## src/rtl/cmdrsp_pkg.sv

```systemverilog
package cmdrsp_pkg;

    localparam int DATA_W = 32;

    // Word offsets inside each 4 KiB locality window
    localparam logic [11:0] OFF_LOC_STATE = 12'h000;
    localparam logic [11:0] OFF_LOC_CTRL  = 12'h008;
    localparam logic [11:0] OFF_LOC_STS   = 12'h00C;
    localparam logic [11:0] OFF_INTF_ID   = 12'h030;
    localparam logic [11:0] OFF_CTRL_REQ  = 12'h040;
    localparam logic [11:0] OFF_CTRL_STS  = 12'h044;
    localparam logic [11:0] OFF_CANCEL    = 12'h048;
    localparam logic [11:0] OFF_START     = 12'h04C;
    localparam logic [11:0] OFF_CMD_SIZE  = 12'h058;
    localparam logic [11:0] OFF_CMD_ADDR  = 12'h05C;
    localparam logic [11:0] OFF_RSP_SIZE  = 12'h064;
    localparam logic [11:0] OFF_RSP_ADDR  = 12'h068;

    // Exact command codes
    localparam logic [DATA_W-1:0] LC_CLAIM   = 32'h1;
    localparam logic [DATA_W-1:0] LC_RELEASE = 32'h2;
    localparam logic [DATA_W-1:0] RQ_READY   = 32'h1;
    localparam logic [DATA_W-1:0] RQ_IDLE    = 32'h2;
    localparam logic [DATA_W-1:0] CODE_GO    = 32'h1;

    typedef enum logic [3:0] {
        RG_NONE,
        RG_LOC_STATE,
        RG_LOC_CTRL,
        RG_LOC_STS,
        RG_INTF_ID,
        RG_CTRL_REQ,
        RG_CTRL_STS,
        RG_CANCEL,
        RG_START,
        RG_CMD_SIZE,
        RG_CMD_ADDR,
        RG_RSP_SIZE,
        RG_RSP_ADDR
    } reg_sel_e;

    typedef struct packed {
        logic [11:0] rsvd;
        logic [3:0]  rev;
        logic [1:0]  selector;
        logic        buf_mode_cap;
        logic        fifo_cap;
        logic [1:0]  xfer_cap;
        logic        fast_idle;
        logic        multi_loc;
        logic [3:0]  version;
        logic [3:0]  kind;
    } intf_id_t;

    typedef struct packed {
        logic [23:0] rsvd;
        logic        regs_valid;
        logic [1:0]  rsvd_lo;
        logic [2:0]  active;
        logic        owned;
        logic        est_n;
    } loc_state_t;

    function automatic reg_sel_e reg_decode(input logic [11:0] off);
        case ({off[11:2], 2'b00})
            OFF_LOC_STATE: return RG_LOC_STATE;
            OFF_LOC_CTRL:  return RG_LOC_CTRL;
            OFF_LOC_STS:   return RG_LOC_STS;
            OFF_INTF_ID:   return RG_INTF_ID;
            OFF_CTRL_REQ:  return RG_CTRL_REQ;
            OFF_CTRL_STS:  return RG_CTRL_STS;
            OFF_CANCEL:    return RG_CANCEL;
            OFF_START:     return RG_START;
            OFF_CMD_SIZE:  return RG_CMD_SIZE;
            OFF_CMD_ADDR:  return RG_CMD_ADDR;
            OFF_RSP_SIZE:  return RG_RSP_SIZE;
            OFF_RSP_ADDR:  return RG_RSP_ADDR;
            default:       return RG_NONE;
        endcase
    endfunction

    function automatic logic [DATA_W-1:0] size_mask(input logic [1:0] sz);
        case (sz)
            2'd0:    return 32'h0000_00FF;
            2'd1:    return 32'h0000_FFFF;
            2'd2:    return 32'h00FF_FFFF;
            default: return 32'hFFFF_FFFF;
        endcase
    endfunction

    function automatic logic [DATA_W-1:0] intf_id_word();
        intf_id_t id;
        id              = '0;
        id.kind         = 4'h1;
        id.version      = 4'h1;
        id.multi_loc    = 1'b0;
        id.fast_idle    = 1'b0;
        id.xfer_cap     = 2'b11;
        id.fifo_cap     = 1'b0;
        id.buf_mode_cap = 1'b1;
        id.selector     = 2'b01;
        id.rev          = 4'h0;
        return id;
    endfunction

    function automatic logic [DATA_W-1:0] loc_state_word(input logic owned);
        loc_state_t ls;
        ls            = '0;
        ls.regs_valid = 1'b1;
        ls.active     = 3'd0;
        ls.owned      = owned;
        return ls;
    endfunction

endpackage

```

## src/rtl/cmdrsp_bus_dec.sv

```systemverilog
module cmdrsp_bus_dec
    import cmdrsp_pkg::*;
#(
    parameter int ADDR_W = 16
) (
    input  logic              bus_valid,
    input  logic              bus_write,
    input  logic [ADDR_W-1:0] bus_addr,
    input  logic [DATA_W-1:0] bus_wdata,
    input  logic [1:0]        bus_size,
    output reg_sel_e          wr_sel,
    output logic [DATA_W-1:0] wr_val,
    output logic [ADDR_W-13:0] wr_loc,
    output logic              rd_en,
    output reg_sel_e          rd_sel,
    output logic [1:0]        rd_shift,
    output logic [DATA_W-1:0] rd_mask,
    output logic              rd_exact0
);
    logic [11:0] off;
    reg_sel_e    word_sel;

    assign off      = bus_addr[11:0];
    assign word_sel = reg_decode(off);
    assign rd_mask  = size_mask(bus_size);

    always_comb begin
        // Only word-aligned writes can hit a register
        wr_sel    = (bus_valid && bus_write && off[1:0] == 2'b00) ? word_sel : RG_NONE;
        wr_val    = bus_wdata & rd_mask;
        wr_loc    = bus_addr[ADDR_W-1:12];
        rd_en     = bus_valid && !bus_write;
        rd_sel    = word_sel;
        rd_shift  = off[1:0];
        rd_exact0 = (off == OFF_LOC_STATE);
    end
endmodule

```

## src/rtl/cmdrsp_loc_arb.sv

```systemverilog
module cmdrsp_loc_arb
    import cmdrsp_pkg::*;
#(
    parameter int LOC_W = 4
) (
    input  logic              clk,
    input  logic              rst,
    input  reg_sel_e          wr_sel,
    input  logic [DATA_W-1:0] wr_val,
    output logic              owned,
    output logic              granted,
    output logic              seized,
    output logic [LOC_W-1:0]  act_loc
);
    // Only locality 0 can ever become active
    assign act_loc = '0;

    always_ff @(posedge clk) begin
        if (rst) begin
            owned   <= 1'b0;
            granted <= 1'b0;
            seized  <= 1'b0;
        end else if (wr_sel == RG_LOC_CTRL) begin
            if (wr_val == LC_CLAIM) begin
                owned   <= 1'b1;
                granted <= 1'b1;
                seized  <= 1'b0;
            end else if (wr_val == LC_RELEASE) begin
                owned   <= 1'b0;
                granted <= 1'b0;
            end
        end
    end

    p_claim_r2: assert property (@(posedge clk) disable iff (rst)
        (wr_sel == RG_LOC_CTRL && wr_val == LC_CLAIM) |=> (owned && granted && !seized));

    p_release_r3: assert property (@(posedge clk) disable iff (rst)
        (wr_sel == RG_LOC_CTRL && wr_val == LC_RELEASE) |=> (!owned && !granted));

    p_other_code_r3: assert property (@(posedge clk) disable iff (rst)
        (wr_sel == RG_LOC_CTRL && wr_val != LC_CLAIM && wr_val != LC_RELEASE)
        |=> ($stable(owned) && $stable(granted)));
endmodule

```

## src/rtl/cmdrsp_cmd_ctl.sv

```systemverilog
module cmdrsp_cmd_ctl
    import cmdrsp_pkg::*;
#(
    parameter int BUF_BYTES    = 3968,
    parameter int BE_BUF_BYTES = 4096,
    parameter int LOC_W        = 4
) (
    input  logic              clk,
    input  logic              rst,
    input  reg_sel_e          wr_sel,
    input  logic [DATA_W-1:0] wr_val,
    input  logic [LOC_W-1:0]  wr_loc,
    input  logic              owned,
    input  logic [LOC_W-1:0]  act_loc,
    input  logic [DATA_W-1:0] hdr_len,
    input  logic              be_done,
    input  logic [DATA_W-1:0] be_status,
    output logic              idle,
    output logic              fatal,
    output logic              start,
    output logic              be_req,
    output logic [DATA_W-1:0] be_in_len,
    output logic              be_cancel
);
    localparam int USABLE = (BE_BUF_BYTES < BUF_BYTES) ? BE_BUF_BYTES : BUF_BYTES;
    localparam logic [DATA_W-1:0] USABLE_W = DATA_W'(USABLE);

    logic              accept;
    logic              cancel_hit;
    logic [DATA_W-1:0] clamp_len;

    always_comb begin
        accept     = (wr_sel == RG_START) && (wr_val == CODE_GO) && !start
                     && owned && (wr_loc == act_loc);
        cancel_hit = (wr_sel == RG_CANCEL) && (wr_val == CODE_GO) && start;
        clamp_len  = (hdr_len < USABLE_W) ? hdr_len : USABLE_W;
    end

    always_ff @(posedge clk) begin
        if (rst) begin
            idle      <= 1'b1;
            fatal     <= 1'b0;
            start     <= 1'b0;
            be_req    <= 1'b0;
            be_in_len <= '0;
            be_cancel <= 1'b0;
        end else begin
            if (wr_sel == RG_CTRL_REQ) begin
                if (wr_val == RQ_READY)     idle <= 1'b0;
                else if (wr_val == RQ_IDLE) idle <= 1'b1;
            end
            if (accept)       start <= 1'b1;
            else if (be_done) start <= 1'b0;
            if (be_done && be_status != '0) fatal <= 1'b1;
            be_req    <= accept;
            be_cancel <= cancel_hit;
            if (accept) be_in_len <= clamp_len;
        end
    end

    p_ready_r4: assert property (@(posedge clk) disable iff (rst)
        (wr_sel == RG_CTRL_REQ && wr_val == RQ_READY) |=> !idle);

    p_req_pulse_r5: assert property (@(posedge clk) disable iff (rst)
        be_req |=> !be_req);

    p_req_busy_r5: assert property (@(posedge clk) disable iff (rst)
        be_req |-> start);

    p_no_restart_r6: assert property (@(posedge clk) disable iff (rst)
        (start && !be_done) |=> !be_req);

    p_len_cap_r7: assert property (@(posedge clk) disable iff (rst)
        be_req |-> (be_in_len <= USABLE_W));

    p_cancel_busy_r8: assert property (@(posedge clk) disable iff (rst)
        be_cancel |-> $past(start));

    p_done_clears_r9: assert property (@(posedge clk) disable iff (rst)
        (be_done && wr_sel != RG_START) |=> !start);

    p_fatal_sticky_r9: assert property (@(posedge clk) disable iff (rst)
        fatal |=> fatal);
endmodule

```

## src/rtl/cmdrsp_rd_mux.sv

```systemverilog
module cmdrsp_rd_mux
    import cmdrsp_pkg::*;
#(
    parameter int                BUF_SIZE = 3968,
    parameter logic [DATA_W-1:0] BUF_BASE = 32'hFED4_0080
) (
    input  logic              clk,
    input  logic              rst,
    input  logic              rd_en,
    input  reg_sel_e          rd_sel,
    input  logic [1:0]        rd_shift,
    input  logic [DATA_W-1:0] rd_mask,
    input  logic              rd_exact0,
    input  logic              owned,
    input  logic              granted,
    input  logic              seized,
    input  logic              idle,
    input  logic              fatal,
    input  logic              start,
    input  logic              be_est,
    output logic              bus_rvalid,
    output logic [DATA_W-1:0] bus_rdata
);
    localparam logic [DATA_W-1:0] BUF_SIZE_W = DATA_W'(BUF_SIZE);

    logic [DATA_W-1:0] word;
    logic [DATA_W-1:0] shifted;
    logic [DATA_W-1:0] merged;

    always_comb begin
        case (rd_sel)
            RG_LOC_STATE: word = loc_state_word(owned);
            RG_LOC_STS:   word = {30'b0, seized, granted};
            RG_INTF_ID:   word = intf_id_word();
            RG_CTRL_STS:  word = {30'b0, idle, fatal};
            RG_START:     word = {31'b0, start};
            RG_CMD_SIZE,
            RG_RSP_SIZE:  word = BUF_SIZE_W;
            RG_CMD_ADDR,
            RG_RSP_ADDR:  word = BUF_BASE;
            default:      word = '0;
        endcase
        shifted = word >> {rd_shift, 3'b000};
        merged  = shifted;
        if (rd_exact0) merged[0] = shifted[0] | !be_est;
    end

    always_ff @(posedge clk) begin
        if (rst) begin
            bus_rvalid <= 1'b0;
            bus_rdata  <= '0;
        end else begin
            bus_rvalid <= rd_en;
            if (rd_en) bus_rdata <= merged & rd_mask;
        end
    end

    p_rvalid_r10: assert property (@(posedge clk) disable iff (rst)
        rd_en |=> bus_rvalid);

    p_byte_read_r10: assert property (@(posedge clk) disable iff (rst)
        (rd_en && rd_mask == 32'h0000_00FF) |=> (bus_rdata[31:8] == 24'h0));
endmodule

```

## src/rtl/cmdrsp_ctrl.sv

```systemverilog
module cmdrsp_ctrl
    import cmdrsp_pkg::*;
#(
    parameter int          ADDR_W       = 16,
    parameter int          BUF_BYTES    = 3968,
    parameter int          BE_BUF_BYTES = 4096,
    parameter logic [31:0] BUF_BASE     = 32'hFED4_0080
) (
    input  logic              clk,
    input  logic              rst,
    input  logic              bus_valid,
    input  logic              bus_write,
    input  logic [ADDR_W-1:0] bus_addr,
    input  logic [31:0]       bus_wdata,
    input  logic [1:0]        bus_size,
    output logic              bus_rvalid,
    output logic [31:0]       bus_rdata,
    output logic              be_req,
    output logic [31:0]       be_in_len,
    output logic              be_cancel,
    input  logic              be_done,
    input  logic [31:0]       be_status,
    input  logic              be_est,
    input  logic [31:0]       cmd_hdr_len
);
    localparam int LOC_W  = ADDR_W - 12;
    localparam int USABLE = (BE_BUF_BYTES < BUF_BYTES) ? BE_BUF_BYTES : BUF_BYTES;

    reg_sel_e          wr_sel;
    reg_sel_e          rd_sel;
    logic [DATA_W-1:0] wr_val;
    logic [LOC_W-1:0]  wr_loc;
    logic [LOC_W-1:0]  act_loc;
    logic              rd_en;
    logic [1:0]        rd_shift;
    logic [DATA_W-1:0] rd_mask;
    logic              rd_exact0;
    logic              owned, granted, seized;
    logic              idle, fatal, start;

    cmdrsp_bus_dec #(.ADDR_W(ADDR_W)) u_dec (
        .bus_valid (bus_valid),
        .bus_write (bus_write),
        .bus_addr  (bus_addr),
        .bus_wdata (bus_wdata),
        .bus_size  (bus_size),
        .wr_sel    (wr_sel),
        .wr_val    (wr_val),
        .wr_loc    (wr_loc),
        .rd_en     (rd_en),
        .rd_sel    (rd_sel),
        .rd_shift  (rd_shift),
        .rd_mask   (rd_mask),
        .rd_exact0 (rd_exact0)
    );

    cmdrsp_loc_arb #(.LOC_W(LOC_W)) u_loc (
        .clk     (clk),
        .rst     (rst),
        .wr_sel  (wr_sel),
        .wr_val  (wr_val),
        .owned   (owned),
        .granted (granted),
        .seized  (seized),
        .act_loc (act_loc)
    );

    cmdrsp_cmd_ctl #(
        .BUF_BYTES    (BUF_BYTES),
        .BE_BUF_BYTES (BE_BUF_BYTES),
        .LOC_W        (LOC_W)
    ) u_cmd (
        .clk       (clk),
        .rst       (rst),
        .wr_sel    (wr_sel),
        .wr_val    (wr_val),
        .wr_loc    (wr_loc),
        .owned     (owned),
        .act_loc   (act_loc),
        .hdr_len   (cmd_hdr_len),
        .be_done   (be_done),
        .be_status (be_status),
        .idle      (idle),
        .fatal     (fatal),
        .start     (start),
        .be_req    (be_req),
        .be_in_len (be_in_len),
        .be_cancel (be_cancel)
    );

    cmdrsp_rd_mux #(
        .BUF_SIZE (USABLE),
        .BUF_BASE (BUF_BASE)
    ) u_rd (
        .clk        (clk),
        .rst        (rst),
        .rd_en      (rd_en),
        .rd_sel     (rd_sel),
        .rd_shift   (rd_shift),
        .rd_mask    (rd_mask),
        .rd_exact0  (rd_exact0),
        .owned      (owned),
        .granted    (granted),
        .seized     (seized),
        .idle       (idle),
        .fatal      (fatal),
        .start      (start),
        .be_est     (be_est),
        .bus_rvalid (bus_rvalid),
        .bus_rdata  (bus_rdata)
    );

    // Request and cancel never share a cycle with a fresh start of the same command
    p_req_cancel_excl_r8: assert property (@(posedge clk) disable iff (rst)
        be_req |-> !be_cancel);
endmodule

```

## config.mk

```make
export PLATFORM = sky130hd
export DESIGN_NAME = cmdrsp_ctrl
export DESIGN_NICKNAME = d
export VERILOG_FILES = /design/src/rtl/cmdrsp_pkg.sv /design/src/rtl/cmdrsp_bus_dec.sv /design/src/rtl/cmdrsp_loc_arb.sv /design/src/rtl/cmdrsp_cmd_ctl.sv /design/src/rtl/cmdrsp_rd_mux.sv /design/src/rtl/cmdrsp_ctrl.sv
export SDC_FILE = /design/constraint.sdc
export NUM_CORES = 1
export LEC_CHECK = 0
export ABC_AREA = 1
export BUFFER_PORTS_ARGS = -buffer_cell sky130_fd_sc_hd__buf_2
export CORE_ASPECT_RATIO = 0.9
export CORE_UTILIZATION = 36
export CTS_CLUSTER_DIAMETER = 150
export CTS_CLUSTER_SIZE = 30
export DETAILED_ROUTE_END_ITERATION = 7
export HOLD_SLACK_MARGIN = 0.12
export PLACE_DENSITY = 0.67
export SYNTH_ARGS = -nofsm -noshare
export SYNTH_HDL_FRONTEND = slang
export SYNTH_SLANG_ARGS = --single-unit
export TNS_END_PERCENT = 10
```

## constraint.sdc

```tcl
create_clock -name clk -period 1.57 [get_ports clk]
set_clock_uncertainty 0.2 [all_clocks]
set_input_delay 0.157 -clock clk [delete_from_list [all_inputs] [get_ports clk]]
set_output_delay 0.157 -clock clk [all_outputs]
set_load 0.01 [all_outputs]
```

**Word-level counts from Yosys, hierarchy flattened**

Cells that the tools add are included.

- Magnitude comparators: 1
- Equality and inequality tests: 28
- Shift-type cells: 1
- Mux-type cells: 12
- Bitwise operators: 3
- Reduce and logical (&&, ||, !) cells: 25

Operators by type and width:

| kind | count |
|---|---|
| one-hot mux 32 bit (7 select lines) | 1 |
| one-hot mux 32 bit (3 select lines) | 1 |
| equality test 10 x 5 -> 1 bit (second input constant) | 8 |
| AND 32 bit | 2 |
| one-hot mux 4 bit (12 select lines) | 1 |
| equality test 32 x 1 -> 1 bit (second input constant) | 1 |
| equality test 32 x 2 -> 1 bit (second input constant) | 1 |
| < comparator 32 x 12 -> 1 bit (second input constant) | 1 |
| two-way mux 32 bit | 1 |
| nonzero test 32 bit | 1 |
| right shift 32 x 5 -> 32 bit | 1 |
| equality test 4 bit (second input constant) | 6 |
| equality test 10 x 2 -> 1 bit (second input constant) | 2 |
| equality test 4 x 3 -> 1 bit (second input constant) | 4 |
| logical NOT 12 bit | 1 |
| equality test 10 x 4 -> 1 bit (second input constant) | 1 |
| logical AND 1 bit | 10 |
| logical NOT 10 bit | 1 |
| equality test 4 x 2 -> 1 bit (second input constant) | 2 |
| two-way mux 1 bit | 7 |
| equality test 4 x 1 -> 1 bit (second input constant) | 1 |
| logical NOT 2 bit | 2 |
| logical NOT 4 bit | 1 |
| two-way mux 4 bit | 1 |
| other kinds (7) | 12 |

- Register bits after elaboration: 71
- Bits of input ports: 120
- Output and inout bits: 67
- Logic and storage cells: 79

**Longest topological paths before layout**

- Depth after elaboration: 9
- Depth in mapped cells: 15
- Depth with buffers taken out: 14

**By module**

Synthesis repeated with hierarchy kept, for this count alone.

- Cell total of the unflattened synthesis: 769
- Area, all modules: 4606.9 µm²

Modules (own cells, without submodules):

| module | instances | cells each | area an instance (µm²) | seq. area each (µm²) |
|---|---|---|---|---|
| cmdrsp_cmd_ctl | 1 | 336 | 2035.7 | 740.7 |
| cmdrsp_rd_mux | 1 | 204 | 1437.6 | 620.6 |
| cmdrsp_bus_dec | 1 | 177 | 883.3 | 0.0 |
| cmdrsp_loc_arb | 1 | 52 | 250.2 | 20.0 |

**Least setup slack after synthesis**

OpenSTA, ideal clock, no wires.

- Path kind: input port to flip-flop
- Start: input port bus_size[0]
- End: register u_cmd.be_in_len[21]
- Library setup time: 0.134 ns
- Data arrival time: 1.386 ns
- Data required time: 1.236 ns
- Slack: -0.150 ns
- Cell stages on the path: 10
- Buffers on the path: 3
- Cells stage by stage: buf_2 -> or2_2 -> o21ai_0 -> nand4_1 -> nor2_1 -> nand2_2 -> buf_6 -> buf_12 -> nand2_4 -> nor2_2

- Cells in the longest elaborated chain, start to end: 8
- Elaborated cells on any way between the ends: 10
- Classes of those cells: eq/ne: 3; mux: 1; bitwise: 1; reduce/logical: 5

Ends and longest elaborated chain:

| item | RTL line | source |
|---|---|---|
| start, declared | cmdrsp_ctrl.sv:15 | `input logic [1:0] bus_size,` |
| equality test 2 bit, or another cell as far along | cmdrsp_pkg.sv:83 | `case (sz)` |
| one-hot mux 32 bit (3 select lines) (*) | cmdrsp_pkg.sv:83 |  |
| AND 32 bit (*) | cmdrsp_bus_dec.sv:30 | `wr_val = bus_wdata & rd_mask;` |
| equality test 32 x 1 -> 1 bit (*) | cmdrsp_cmd_ctl.sv:33 | `accept = (wr_sel == RG_START) && (wr_val == CODE_GO) && !start` |
| logical AND 1 bit (*) (2 in series) | cmdrsp_cmd_ctl.sv:33 |  |
| logical AND 1 bit (*) (2 in series) | cmdrsp_cmd_ctl.sv:34 | `&& owned && (wr_loc == act_loc);` |
| end signal, assigned | cmdrsp_cmd_ctl.sv:57 | `if (accept) be_in_len <= clamp_len;` |
| end, declared | cmdrsp_cmd_ctl.sv:22 | `output logic [DATA_W-1:0] be_in_len,` |

Mark *: on every way between the ends. The rest lies on a longest branch, timed or not.
A chain may end at the register's enable or synchronous reset.

**Final worst setup path**

- Start: input port bus_addr[11]
- End: register u_cmd.be_in_len[12]

- Cells in the longest elaborated chain, start to end: 8
- Elaborated cells on any way between the ends: 19
- Classes of those cells: eq/ne: 12; mux: 2; reduce/logical: 5

Ends and longest elaborated chain:

| item | RTL line | source |
|---|---|---|
| start, declared | cmdrsp_ctrl.sv:13 | `input logic [ADDR_W-1:0] bus_addr,` |
| equality test 10 x 5 -> 1 bit, or another cell as far along | cmdrsp_pkg.sv:65 | `case ({off[11:2], 2'b00})` |
| one-hot mux 4 bit (12 select lines) (*) | cmdrsp_pkg.sv:65 |  |
| two-way mux 4 bit (*) | cmdrsp_bus_dec.sv:29 | `wr_sel = (bus_valid && bus_write && off[1:0] == 2'b00) ? word_sel : RG_NONE;` |
| equality test 4 bit (*) | cmdrsp_cmd_ctl.sv:33 |  |
| logical AND 1 bit (*) (2 in series) | cmdrsp_cmd_ctl.sv:33 |  |
| logical AND 1 bit (*) (2 in series) | cmdrsp_cmd_ctl.sv:34 |  |

Marks and branches as above.

==> run summary <==
depth of the worst register-to-register path - 8
Sequential cell area - 0.00114 mm²
total via count after detailed routing - 4102
port buffer count - 184
wire per inst - 11.5 µm
synthesis-stage register bit count - 57
cell repeated most along the worst path - nor2_2
clock latency on the worst-skew pair - 330 ps
critical register-to-register path startpoint - u_cmd.start
Hold Path Class - in2reg
Synthesis Warnings - 0
Slowest cell on crit path - buf_12
share of synthesized area occupied by flip-flops and latches - 33.8%
static leakage - 2.74 nW
total setup buffers inserted after CTS - 0
met2 Resource Use GR - 36.2%
area of the mapped netlist - 0.00337 mm²
Gate Count Post-Synth - 510
CTS Buf Count - 9
Remaining Overflow, GRT - 0
antenna violations before repair - 0
chip width - 104 µm
end of the worst register-to-register path - u_cmd.be_in_len[5]
Site Rows - 33
CTS tree - done
number of hold-slack violations in the final timing report - 0
CP arrival - 1660 ps
clock sink total - 57
H-tree levels - 3
final total negative setup slack - -77.5 ps
residual DRC count - 0
final-stage net count - 865
FF-to-FF setup slack - 0 ps
effective utilization at floorplan - 37.1%
final worst path period share - 101%
CTS Buffer Depth - 2
vias per inst - 4.70
largest voltage drop on the vdd net - 0.411 mV
prevailing post-synth register cell - dfxtp_1
depth of the worst hold-timing path - 6
final count of negative-setup-slack endpoints - 10
slowest cell delay on critical path - 220 ps
Crit. End Element - register
global-route wire length before repair - 15.9 mm
sink of the worst hold path - u_cmd.be_cancel
layout cells sized above 1 - 43.6%
count of cell types in the netlist - 35
total track usage - 20.1%
largest net degree at the start of global routing - 34
buffer type at the clock tree root - clkbuf_8
violations in the final reports - negative setup slack
Top Usage Layer GRT - met2
instance area after placement - 0.00467 mm²
required time of the critical path - 1640 ps
RSZ-0062 raised after global routing - true
number of fill cells - 887
Avg Inst Size Synth - 6.61 µm²
die boundary height - 93.8 µm
maximum capacitance violations - 0
remaining number of nets flagged by the antenna check after routing - 0
final weighted congestion of routability-driven global placement - 0.912
number of pins exceeding their max-slew limit in the final report - 0
core outline area - 0.00908 mm²
clock-pin slew on the worst setup and hold paths - 70 ps
minimum clock period after layout - 1590 ps
count of non-filler cells in the finished layout - 872
cell-by-cell trace of the critical path - buf_2 -> inv_2 -> nand2_4 -> nor2_1 -> nand3_1 -> nand2_1 -> nor2_2 -> nor2_2 -> nor2_2 -> nand2_4 -> buf_12 -> nand2_1 -> nor2_1
number of synthesized flops with an enable pin - 0
met3 global-route usage - 3.74%
Area growth syn-to-layout - 54.5%
run status - finished with violations
DP HPWL - 7.41 mm
vias in the first global route - 3701
post-placement cell count - 831
Die Area - 0.00976 mm²
category of the critical setup timing path - in2reg
final hold slack - 86.5 ps
critical path launch point type - input port
overall routed net length - 10.0 mm
power density normalized to cell area - 674 mW/mm²
number of primary I/O pins - 187
maximum clock rate - 628 MHz
count of inserted antenna diode cells - 0
first drt pass iteration count - 6
met1 track demand over resource in global routing - 23.9%
Post-synth ARST share - 0%
origin of the worst min-delay path - bus_addr[1]
initial DRC count - 215
Post-Layout Inst Area - 0.00521 mm²
fin worst setup slack - -21.4 ps
area of the multi-input gates - 0.00193 mm²
worst-path fanout max - 21
worst max-delay path by stage:
stage	from	end	slack, ps	cells past startpoint
global placement	bus_addr[9]	u_cmd.be_in_len[2]	-320	13
floorplan	bus_size[1]	u_cmd.be_in_len[21]	-60	13
finish	bus_addr[11]	u_cmd.be_in_len[12]	-20	13
global route	u_cmd.start	u_cmd.be_in_len[4]	-140	8
detailed placement	bus_addr[9]	u_cmd.be_in_len[12]	-350	14
CTS	u_cmd.start	u_cmd.be_in_len[4]	3	8
power breakdown:
part	internal [mW]	switching, mW	total, mW
sequential	1.46	0.00730	1.47
clock	0.935	0.595	1.53
combinational	0.252	0.264	0.516
total	2.65	0.866	3.51
cell families after synthesis:
kind of cell    Yosys count  synth area share, %
simple gates            325                 46.6
buf+inv                  82                 12.0
flops                    57                 33.8
compound gates           45                 7.46
other cells               1                0.111
synthesized netlist by cell type (2+ instances only):
| master | number | area (µm²) |
|---|---|---|
| nor2_4 | 4 | 45.0 |
| inv_2 | 8 | 30.0 |
| nand3_1 | 42 | 210 |
| a21oi_1 | 15 | 75.1 |
| clkbuf_1 | 5 | 18.8 |
| buf_2 | 4 | 20.0 |
| buf_6 | 3 | 33.8 |
| inv_1 | 43 | 161 |
| nand3_2 | 4 | 40.0 |
| nor3_1 | 6 | 30.0 |
| buf_1 | 4 | 15.0 |
| nor2_2 | 19 | 119 |
| o221ai_1 | 2 | 17.5 |
| buf_4 | 14 | 105 |
| nand2_2 | 6 | 37.5 |
| dfxtp_1 | 57 | 1140 |
| o21ai_0 | 18 | 90.1 |
| nand2_1 | 129 | 484 |
| nand2_4 | 10 | 113 |
| and2_0 | 2 | 12.5 |
| and3_1 | 2 | 12.5 |
| o31ai_1 | 2 | 15.0 |
| a31oi_1 | 6 | 37.5 |
| nor4_1 | 13 | 81.3 |
| nor2_1 | 74 | 278 |
| nand3b_1 | 3 | 22.5 |
| or2_2 | 2 | 12.5 |
| nand4_1 | 6 | 37.5 |
critical path, delay by kind of cell:
family / cells / cell delay (ps)
buffers and inverters: 3 / 430
AND/OR/NAND/NOR: 10 / 1040
through the flow:
step / utilization [%] / worst slack (ps) / total power [mW]
final: 57.4 / -21.4 / 3.51
after global routing: 57.4 / -144 / 3.69
after CTS: 56.7 / 3.04 / 3.53
after detailed placement: 51.4 / -348 / 1.96
after global placement: 51.4 / -316 / 1.95
after floorplan: - / -60.1 / 1.71
area by class of cell:
type / count / share of cell area, %
clock inverter: 5 / 1.51
inverter: 51 / 3.96
multi-input combinational: 373 / 37.1
timing repair buffer: 253 / 29.9
clock buffer: 11 / 2.71
tap: 122 / 2.93
sequential: 57 / 21.9
state kept, by name, indices dropped and copies added, names as in the netlist:
signal,cells
u_cmd.start,1
u_loc.owned,1
u_rd.bus_rvalid,1
u_cmd.idle,1
u_cmd.be_cancel,1
u_cmd.be_in_len,32
u_cmd.fatal,1
u_rd.bus_rdata,18
u_cmd.be_req,1
metal layers:
layer	wire, µm	vias up
met5	0	-
met2	4900	178
met3	732	23
li1	-	2083
met4	229	0
met1	4150	1818
layout by cell type (no fill, tap or decap), types with 6 or more instances in the layout:
cell type,netlist,routed
buf_2,4,183
nand2_1,129,120
nor2_1,74,67
dfxtp_1,57,56
buf_4,14,43
nand3_1,42,42
inv_1,43,38
nor2_2,19,23
dlygate4sd3_1,0,23
o21ai_0,18,16
nand2_4,10,14
a21oi_1,15,14
nor4_1,13,13
nand2_2,6,11
clkbuf_8,0,10
inv_2,8,9
nor2_4,4,8
a31oi_1,6,6
nand4_1,6,6
repair_timing:
item                                    4_1_cts  5_1_grt
hold buffers                                 22        1
pin swaps                                     4        5
endpoints found under the setup margin       33       42
gates resized for setup                       5       17
gates cloned                                  1        1
hold endpoints to repair                     22        2
Power figures use the tool's default switching activity.
